--- src/rtl/irq_vec_pkg.sv ---
package irq_vec_pkg;
  localparam int unsigned IDX_W = 4;

  typedef enum logic [IDX_W-1:0] {
    SRC_NONE = 4'd0,
    SRC_EOF  = 4'd1,
    SRC_IFR  = 4'd2,
    SRC_RXF  = 4'd3,
    SRC_TXE  = 4'd4,
    SRC_ARB  = 4'd5,
    SRC_CRC  = 4'd6,
    SRC_SYM  = 4'd7,
    SRC_WAKE = 4'd8
  } src_idx_e;

  function automatic logic is_rx_src(input logic [IDX_W-1:0] idx);
    return (idx == SRC_IFR) || (idx == SRC_RXF);
  endfunction

  function automatic logic is_data_src(input logic [IDX_W-1:0] idx);
    return is_rx_src(idx) || (idx == SRC_TXE);
  endfunction
endpackage

--- src/rtl/irq_src_flag.sv ---
module irq_src_flag (
  input  logic clk_i,
  input  logic rst_ni,
  input  logic set_i,
  input  logic clr_i,
  output logic pend_o
);
  // set dominates so no event is lost
  always_ff @(posedge clk_i or negedge rst_ni) begin
    if (!rst_ni)     pend_o <= 1'b0;
    else if (set_i)  pend_o <= 1'b1;
    else if (clr_i)  pend_o <= 1'b0;
  end
endmodule

--- src/rtl/irq_prio_enc.sv ---
module irq_prio_enc #(
  parameter int unsigned NUM_SRC = 8,
  parameter int unsigned IDX_W   = 4
) (
  input  logic [NUM_SRC-1:0] pend_i,
  output logic [IDX_W-1:0]   idx_o
);
  // later (higher) sources overwrite lower ones
  always_comb begin
    idx_o = '0;
    for (int k = 0; k < NUM_SRC; k++) begin
      if (pend_i[k]) idx_o = IDX_W'(k + 1);
    end
  end
endmodule

--- src/rtl/irq_clr_seq.sv ---
module irq_clr_seq
  import irq_vec_pkg::*;
#(
  parameter int unsigned NUM_SRC = 8
) (
  input  logic               clk_i,
  input  logic               rst_ni,
  input  logic [IDX_W-1:0]   idx_i,
  input  logic               vec_rd_i,
  input  logic               data_rd_i,
  input  logic               data_wr_i,
  input  logic               teod_i,
  output logic [NUM_SRC-1:0] clr_o
);
  logic [IDX_W-1:0] arm_q, arm_d;
  logic             rx_done, tx_done;

  assign rx_done = data_rd_i && is_rx_src(arm_q);
  assign tx_done = (data_wr_i && (arm_q == SRC_TXE)) || teod_i;

  always_comb begin
    clr_o = '0;
    if (vec_rd_i && (idx_i != SRC_NONE) && !is_data_src(idx_i))
      clr_o[int'(idx_i) - 1] = 1'b1;
    if (rx_done)
      clr_o[int'(arm_q) - 1] = 1'b1;
    if (tx_done)
      clr_o[int'(SRC_TXE) - 1] = 1'b1;
  end

  // a fresh vector read always replaces the arm
  always_comb begin
    arm_d = arm_q;
    if (vec_rd_i)
      arm_d = is_data_src(idx_i) ? idx_i : SRC_NONE;
    else if (rx_done || (tx_done && arm_q == SRC_TXE))
      arm_d = SRC_NONE;
  end

  always_ff @(posedge clk_i or negedge rst_ni) begin
    if (!rst_ni) arm_q <= SRC_NONE;
    else         arm_q <= arm_d;
  end
endmodule

--- src/rtl/irq_vector_reg.sv ---
module irq_vector_reg
  import irq_vec_pkg::*;
#(
  parameter int unsigned NUM_SRC = 8,
  parameter int unsigned REG_W   = 8,
  parameter int unsigned IDX_LSB = 2
) (
  input  logic               clk_i,
  input  logic               rst_ni,
  input  logic [NUM_SRC-1:0] set_i,
  input  logic               vec_rd_i,
  input  logic               data_rd_i,
  input  logic               data_wr_i,
  input  logic               teod_i,
  output logic [REG_W-1:0]   vec_o,
  output logic               irq_o
);
  localparam int unsigned IDX_MSB = IDX_LSB + IDX_W - 1;

  logic [NUM_SRC-1:0] pend, clr;
  logic [IDX_W-1:0]   idx;

  for (genvar g = 0; g < NUM_SRC; g++) begin : g_src
    irq_src_flag u_flag (
      .clk_i  (clk_i),
      .rst_ni (rst_ni),
      .set_i  (set_i[g]),
      .clr_i  (clr[g]),
      .pend_o (pend[g])
    );
  end

  irq_prio_enc #(.NUM_SRC(NUM_SRC), .IDX_W(IDX_W)) u_enc (
    .pend_i (pend),
    .idx_o  (idx)
  );

  irq_clr_seq #(.NUM_SRC(NUM_SRC)) u_seq (
    .clk_i     (clk_i),
    .rst_ni    (rst_ni),
    .idx_i     (idx),
    .vec_rd_i  (vec_rd_i),
    .data_rd_i (data_rd_i),
    .data_wr_i (data_wr_i),
    .teod_i    (teod_i),
    .clr_o     (clr)
  );

  always_comb begin
    vec_o = '0;
    vec_o[IDX_MSB:IDX_LSB] = idx;
  end

  assign irq_o = |pend;
endmodule

--- config.mk ---
export PLATFORM = sky130hd
export DESIGN_NAME = irq_vector_reg
export DESIGN_NICKNAME = d
export VERILOG_FILES = /design/src/rtl/irq_vec_pkg.sv /design/src/rtl/irq_src_flag.sv /design/src/rtl/irq_prio_enc.sv /design/src/rtl/irq_clr_seq.sv /design/src/rtl/irq_vector_reg.sv
export SDC_FILE = /design/constraint.sdc
export NUM_CORES = 1
export LEC_CHECK = 0
export CAP_MARGIN = 20
export CORE_MARGIN = 2
export CORE_UTILIZATION = 43
export CTS_CLUSTER_DIAMETER = 60
export DETAILED_ROUTE_END_ITERATION = 6
export GPL_ROUTABILITY_DRIVEN = 1
export GPL_TIMING_DRIVEN = 0
export PLACE_DENSITY = 0.83
export REMOVE_ABC_BUFFERS = 1
export SLEW_MARGIN = 25
export SYNTH_ARGS = -nofsm -noshare
export SYNTH_HDL_FRONTEND = slang
export SYNTH_SLANG_ARGS = --single-unit
--- constraint.sdc ---
create_clock -name clk_i -period 2 [get_ports clk_i]
set_clock_uncertainty 0.15 [all_clocks]
set_input_delay 0.3 -clock clk_i [delete_from_list [all_inputs] [get_ports clk_i]]
set_output_delay 0.3 -clock clk_i [all_outputs]
set_load 0.01 [all_outputs]
==> results of run 1 <==
-- per-layer routing --
| metal | vias up | GRT usage |
|---|---|---|
| li1 | 461 | - |
| met1 | 531 | 0.310 |
| met2 | 59 | 0.428 |
| met3 | 13 | 0.0595 |
| met4 | 0 | 0.207 |
| met5 | - | 0 |
-- state kept, by name, summed over array words and instances, names as in the netlist --
register             flops
g_src.u_flag.pend_o      8
u_seq.arm_q              4
-- how the worst max path moves through the flow --
stage | depth (start not counted) | slack (ns) | end
after floorplan | 9 | -0.26 | g_src[4].u_flag.pend_o
after global placement | 9 | -0.47 | g_src[1].u_flag.pend_o
after detailed placement | 8 | -0.51 | g_src[0].u_flag.pend_o
after CTS | 11 | -0.13 | g_src[0].u_flag.pend_o
after global routing | 10 | -0.27 | g_src[0].u_flag.pend_o
final | 11 | -0.23 | g_src[1].u_flag.pend_o
-- what timing repair did --
item | 4_1_cts | 5_1_grt
gates resized for setup | 42 | 19
endpoints found under the setup margin | 13 | 13
cloned | 0 | 0
buffers inserted | 12 | 8
pin swaps | 19 | 9
-- cell families (layout without fill, tap and decap cells) --
family	count (synthesis)	count (layout)	share of synthesized area
buffers and inverters	22	57	0.109
AO/OA/AOI/OAI	27	27	0.215
flip-flops	12	12	0.322
AND/OR/NAND/NOR	38	38	0.243
other	1	4	0.00402
adder cells (fa/ha/maj)	8	8	0.107
-- layout by cell type (no fill, tap or decap), drive strengths merged, types with 2 or more instances in the layout --
| cell type | netlist | layout |
|---|---|---|
| conb | 1 | 4 |
| buf | 5 | 20 |
| clkbuf | 1 | 7 |
| a41oi | 6 | 6 |
| nand4b | 2 | 2 |
| dfrtp | 12 | 12 |
| nand4 | 5 | 5 |
| nor2b | 3 | 3 |
| a22o | 2 | 2 |
| nor2 | 14 | 14 |
| ha | 8 | 8 |
| a21oi | 7 | 7 |
| nand3 | 3 | 3 |
| nand2b | 2 | 2 |
| clkdlybuf4s50 | 0 | 14 |
| inv | 16 | 16 |
| nor3 | 3 | 3 |
| a31oi | 3 | 3 |
-- metrics by stage --
step                cells  worst slack, ns  cell area (sq um)   util  setup TNS (ns)
finish                173           -0.230               1490  0.744           -1.72
CTS                   165           -0.130               1390  0.693          -0.707
detailed placement    150           -0.506               1120  0.558           -3.90
global placement      150           -0.468               1120  0.558           -3.70
global route          173           -0.272               1490  0.744           -2.26
floorplan             105           -0.264                902      -           -1.80
-- power groups by stage --
| stage | clock (mW) | combinational (mW) | sequential (mW) |
|---|---|---|---|
| CTS | 0.164 | 0.218 | 0.271 |
| detailed placement | 0 | 0.147 | 0.280 |
| global placement | 0 | 0.142 | 0.279 |
| finish | 0.167 | 0.275 | 0.271 |
| global route | 0.186 | 0.289 | 0.272 |
| floorplan | 0 | 0.0827 | 0.276 |
-- final cells by class --
type | instances | area [sq um]
Sequential cell | 12 | 307
Tap cell | 27 | 33.8
Fill cell | 125 | 513
Clock buffer | 3 | 22.5
Inverter | 16 | 67.6
Timing Repair Buffer | 38 | 322
Multi-Input combinational cell | 77 | 737
==> summary.txt, run 1 <==
Status
  • Outcome: finished, violations left
  • Failing checks: setup timing

STA
  • Fin. Hold Viols: 0
  • Crit share post-route: 1.12
  • Slew Limit Fails: 0
  • Final WS setup: -0.230 ns
  • Worst-margin pin slew: between 0.6 and 0.7 ns
  • Tmin final: 2.23 ns
  • Rel. slew slack: 0.589
  • RSZ-0062 raised after global routing: yes
  • Final Hold Slack: between 0.2 and 0.25 ns
  • Setup-failing EPs final: 10
  • Fmax: approximately 450 MHz

Synth
  • Commonest cells post-synth: 16 x inv_1, 14 x nor2_1, 12 x dfrtp_1
  • Largest cells by area after synthesis: dfrtp_1 32%, ha_1 11%, inv_1 6.4%
  • Count leader, synth: inv_1
  • Synth unique cells: 32
  • Mapped cell area: 932 sq um
  • Async set-reset flop share out of synthesis: 1.00
  • Post-synth EDFFs: 0
  • Post-synthesis sequential area ratio: 0.322
  • Yosys warning count: 0
  • Mean Syn Cell Area: 8.63 sq um
  • Synth top area share: 0.322
  • Synth Flop Type: dfrtp_1
  • Post-synthesis cell count: 108
  • #FFs+latches synth: 12
  • Post-synth top area cell: dfrtp_1

Power and ir drop
  • Switch share: 0.362
  • VDD IR-drop max: slightly above 0.3 mV
  • Logic pwr share: 0.386
  • Cell internal pwr: 0.455 mW
  • Power Total: about 0.71 mW
  • Power density over cell area: around 480 nW/um^2
  • Clock network fraction of total power: 0.234
  • Sw power: 0.258 mW
  • Leak: between 0.6 and 0.7 nW
  • Reg power frac: 0.380

Floorplanning
  • I/O pin count: 23
  • Die ar.: 2560 sq um
  • Core area: about 2000 sq um
  • Starting density of the core: 0.466
  • Die height: between 50 and 60 um
  • Die W: around 51 um
  • FP Rows: 16

CTS
  • Clk slew on worst S/H paths: approximately 0.08 ns
  • Post-CTS Hold Fix Bufs: 0
  • Total clock sinks: 12
  • Deepest clock path buffer count: 2
  • Num CTS Buffers: 3
  • CTS tree: yes
  • Root Driver: clkbuf_4
  • H-tree Lvls: 1
  • Worst skew pair latency: 0.30 ns

Drt
  • DR WL/cell: approximately 20 um
  • DRC Markers: 0
  • Metal2 WL: approximately 1800 um
  • DR vias/cell: about 6
  • Routed Antenna Nets: 0
  • M1 WL: around 1300 um
  • WL final: 3520 um
  • Drt first-iter violations: 26
  • Vias: about 1,100
  • Met3 wire length: 278 um
  • DR top layer: met4
  • Pre-Repair DR Iteration Count: 4

Critical path
  • Worst r2r path cells: 11
  • Setup crit start: g_src[1].u_flag.pend_o
  • WP data required: 2.01 ns
  • Crit path buf inv count: 3
  • Reg2reg end: g_src[1].u_flag.pend_o
  • CP max stage cell: dfrtp_1
  • Ordered cell list for the critical path: nand2b_4 > a21oi_2 > o31a_1 > buf_6 > buf_6 > inv_8 > ha_4 > nor2_4 > nand3_2 > a31oi_4 > a41oi_2
  • Reg-to-Reg Start: g_src[1].u_flag.pend_o
  • Worst R2R Setup Slack: -0.23 ns
  • CP delay by family, top: compound AO/OA/AOI/OAI gates
  • Most Frequent Cell on Critical Path: buf_6
  • Crit Path Class: flop to flop
  • CP max stage delay: around 0.4 ns
  • CP endpoint kind: flop
  • Crit start category: flop
  • Crit path DAT: about 2.2 ns
  • Crit-path max FO: 6

Place
  • GP Congestion: 0.803
  • Dpl hpwl: 1670 um
  • Buffers on Ports: 18

GRT
  • Initial antenna violation count: 0
  • Vias in the first global route: approximately 1,000
  • Overflow after GRT: 0
  • Largest net degree at the start of global routing: 13
  • First-pass GRT wire length: 4800 um
  • Total GRT Usage: 0.269

Run
  • Max-cap viol count: 0

Cells and area
  • Area Overhead vs Synth: 59.7%
  • Post-layout net count: 170
  • Antenna cells: 0
  • Layout cells sized above 1: 0.418

Hold path
  • HP Class: primary input to async pin
Note: power is estimated with default switching activity, not from simulation.
==> inputs of run 2 (changes only) <==
MAX_ROUTING_LAYER = met4   (was default)
==> run 2 against run 1 <==
Against the previous run: the run still ends with setup timing left; sequential power is essentially flat; register-to-register slack is essentially flat; maximum frequency shrank 0.61%; combinational power is essentially flat; final cell count is the same; worst hold slack gained 0.0020 ns; critical path depth shrank 2; total power is essentially flat; setup slack lost 0.014 ns; routed wire length grew 0.94%; core utilization is the same; via count is essentially flat; critical endpoint is now g_src[0].u_flag.pend_o; largest cell class unchanged; highest routed layer unchanged.
==> summary.txt, run 2 (synthesis results as in run 1) <==
Status
  • Outcome: finished, violations left
  • Failing checks: setup timing

Drt
  • Metal2 WL: 1790 um (-1.4%)
  • Vias: 1,063 (-0.094%)
  • DRC Markers: 0 (unchanged)
  • M1 WL: 1350 um (+5.5%)
  • DR WL/cell: 20.5 um (+0.94%)
  • Met3 wire length: 252 um (-9.4%)
  • Drt first-iter violations: 32 (+23%)
  • DR top layer: met4
  • WL final: 3550 um (+0.94%)
  • Routed Antenna Nets: 0 (unchanged)
  • Pre-Repair DR Iteration Count: 4 (unchanged)
  • DR vias/cell: 6.14 (about the same)

CTS
  • Total clock sinks: 12 (unchanged)
  • Num CTS Buffers: 3 (unchanged)
  • Deepest clock path buffer count: 2 (unchanged)
  • Root Driver: clkbuf_4
  • Post-CTS Hold Fix Bufs: 0 (unchanged)
  • Clk slew on worst S/H paths: 0.08 ns (about the same)
  • H-tree Lvls: 1 (unchanged)
  • CTS tree: yes
  • Worst skew pair latency: 0.30 ns (about the same)

Critical path
  • Reg-to-Reg Start: g_src[5].u_flag.pend_o
  • Crit-path max FO: 7 (+1)
  • Crit Path Class: flop to flop
  • CP max stage cell: dfrtp_2
  • Ordered cell list for the critical path: a21oi_1 > o31a_1 > buf_6 > buf_6 > inv_8 > ha_4 > o211a_4 > nor2b_4 > a41oi_2
  • Crit path DAT: 2.25 ns (about the same)
  • CP max stage delay: 0.45 ns (+0.06 ns)
  • Setup crit start: g_src[5].u_flag.pend_o
  • WP data required: 2.01 ns (about the same)
  • CP endpoint kind: flop
  • Most Frequent Cell on Critical Path: buf_6
  • Crit start category: flop

Cells and area
  • Most frequent cells in the layout: 17 x buf_4, 15 x inv_1, 14 x clkdlybuf4s50_1, 10 x nor2_1, 7 x dfrtp_1
  • Number of flip-flops in the largest register: 8 (unchanged)
  • Reg with most FFs: g_src.u_flag.pend_o
  • Layout cells sized above 1: 0.418 (unchanged)
  • Antenna cells: 0 (unchanged)
  • Area Overhead vs Synth: 59.7% (unchanged)
  • FILL cells: 125 (unchanged)
  • Post-layout net count: 170 (unchanged)
  • Register area: 307 sq um (unchanged)
  • Multi-input logic area: 737 sq um (unchanged)
  • Non-filler cells, final: 173 (unchanged)
  • Final Cell Area: 1490 sq um (unchanged)
  • Registers with the most flip-flops: g_src.u_flag.pend_o: 8 flops, u_seq.arm_q: 4 flops
  • Commonest non-fill, non-tap cell in the layout: buf_4

Floorplanning
  • Starting density of the core: 0.466 (unchanged)
  • Die ar.: 2560 sq um (unchanged)
  • I/O pin count: 23 (unchanged)
  • Core area: 2000 sq um (unchanged)
  • Die W: 50.6 um (unchanged)
  • Die height: 50.6 um (unchanged)
  • FP Rows: 16 (unchanged)

GRT
  • Vias in the first global route: 995 (unchanged)
  • Total GRT Usage: 0.276 (+0.00727)
  • Largest net degree at the start of global routing: 13 (unchanged)
  • First-pass GRT wire length: 4800 um (unchanged)
  • Initial antenna violation count: 0 (unchanged)
  • Overflow after GRT: 0 (unchanged)

Power and ir drop
  • Sw power: 0.258 mW (about the same)
  • Power Total: 0.713 mW (about the same)
  • Clock network fraction of total power: 0.233 (about the same)
  • VDD IR-drop max: 0.313 mV (+1.5%)
  • Logic pwr share: 0.386 (about the same)
  • Switch share: 0.361 (about the same)
  • Leak: 0.633 nW (unchanged)
  • Cell internal pwr: 0.455 mW (about the same)
  • Power density over cell area: 479 nW/um^2 (about the same)
  • Reg power frac: 0.380 (about the same)

Place
  • Placement Setup Slack: -0.506 ns (unchanged)
  • GP Congestion: 0.815 (+1.4%)
  • Dpl hpwl: 1670 um (unchanged)
  • Placed cell areas: 1120 sq um (unchanged)
  • Buffers on Ports: 18 (unchanged)
  • # placed instances: 150 (unchanged)

STA
  • Slew Limit Fails: 0 (unchanged)
  • Fin. Hold Viols: 0 (unchanged)
  • Setup-failing EPs final: 10 (unchanged)
  • Crit share post-route: 1.12 (+0.00688)
  • Worst-margin pin slew: 0.595 ns (-0.0134 ns)
  • Fmax: 446 MHz (-0.61%)
  • Setup TNS: -1.76 ns (-0.0371 ns)
  • Tmin final: 2.24 ns (+0.0138 ns)
  • RSZ-0062 raised after global routing: yes
  • Rel. slew slack: 0.598 (+0.00903)
  • Final WS setup: -0.244 ns (-0.0138 ns)

Run
  • Max-cap viol count: 0 (unchanged)

Hold path
  • HP Class: primary input to async pin
-- run 2: metrics by stage --
step	utilization	hold slack, ns
2_1_floorplan	-	-0.146
3_5_place_dp	0.558	0.412
6_report	0.744	0.216
4_1_cts	0.693	0.239
5_1_grt	0.744	0.250
3_3_place_gp	0.558	0.391
-- run 2: repair_timing --
action	in CTS	in global routing
pin swaps	19	9
endpoints found under the setup margin	13	13
setup buffers	12	8
resized for setup	42	19
-- run 2: power by group through the flow --
stage / logic (mW) / clock network, mW / registers (mW)
after CTS: 0.218 / 0.164 / 0.271
after global placement: 0.142 / 0 / 0.279
after global routing: 0.288 / 0.189 / 0.272
after detailed placement: 0.147 / 0 / 0.280
after floorplan: 0.0827 / 0 / 0.276
final: 0.275 / 0.166 / 0.271
-- run 2: metal layers --
layer / global-route usage / vias to the layer above
li1: - / 463
met2: 0.428 / 62
met5: - / -
met3: 0.0595 / 16
met4: 0.207 / 0
met1: 0.310 / 522
-- run 2: critical path, delay by kind of cell, from the launching register on --
kind                       cells  cell delay, ns
adders and majority gates      1            0.20
buffers and inverters          3            0.28
AOI/OAI and AO/OA              4            0.83
and+or+nand+nor                1            0.20
DFF                            1            0.45
-- run 2: worst paths after layout --
| kind | to | slack, ns | cells after the start |
|---|---|---|---|
| min in group clk_i | g_src[7].u_flag.pend_o | 0.42 | 2 |
| worst max-delay path | g_src[0].u_flag.pend_o | -0.24 | 9 |
| max in group asynchronous | g_src[3].u_flag.pend_o | 1.08 | 1 |
| worst min-delay path | g_src[2].u_flag.pend_o | 0.22 | 1 |
| worst max register to register | g_src[0].u_flag.pend_o | -0.24 | 9 |
| worst min register to register | u_seq.arm_q[3] | 0.45 | 1 |
-- run 2: cell type report --
| type | instances | area share |
|---|---|---|
| clock buffers | 3 | 0.0151 |
| inverters | 16 | 0.0454 |
| multi-input cells | 77 | 0.495 |
| flip-flops and latches | 12 | 0.206 |
| well taps | 27 | 0.0227 |
| repair buffers | 38 | 0.216 |
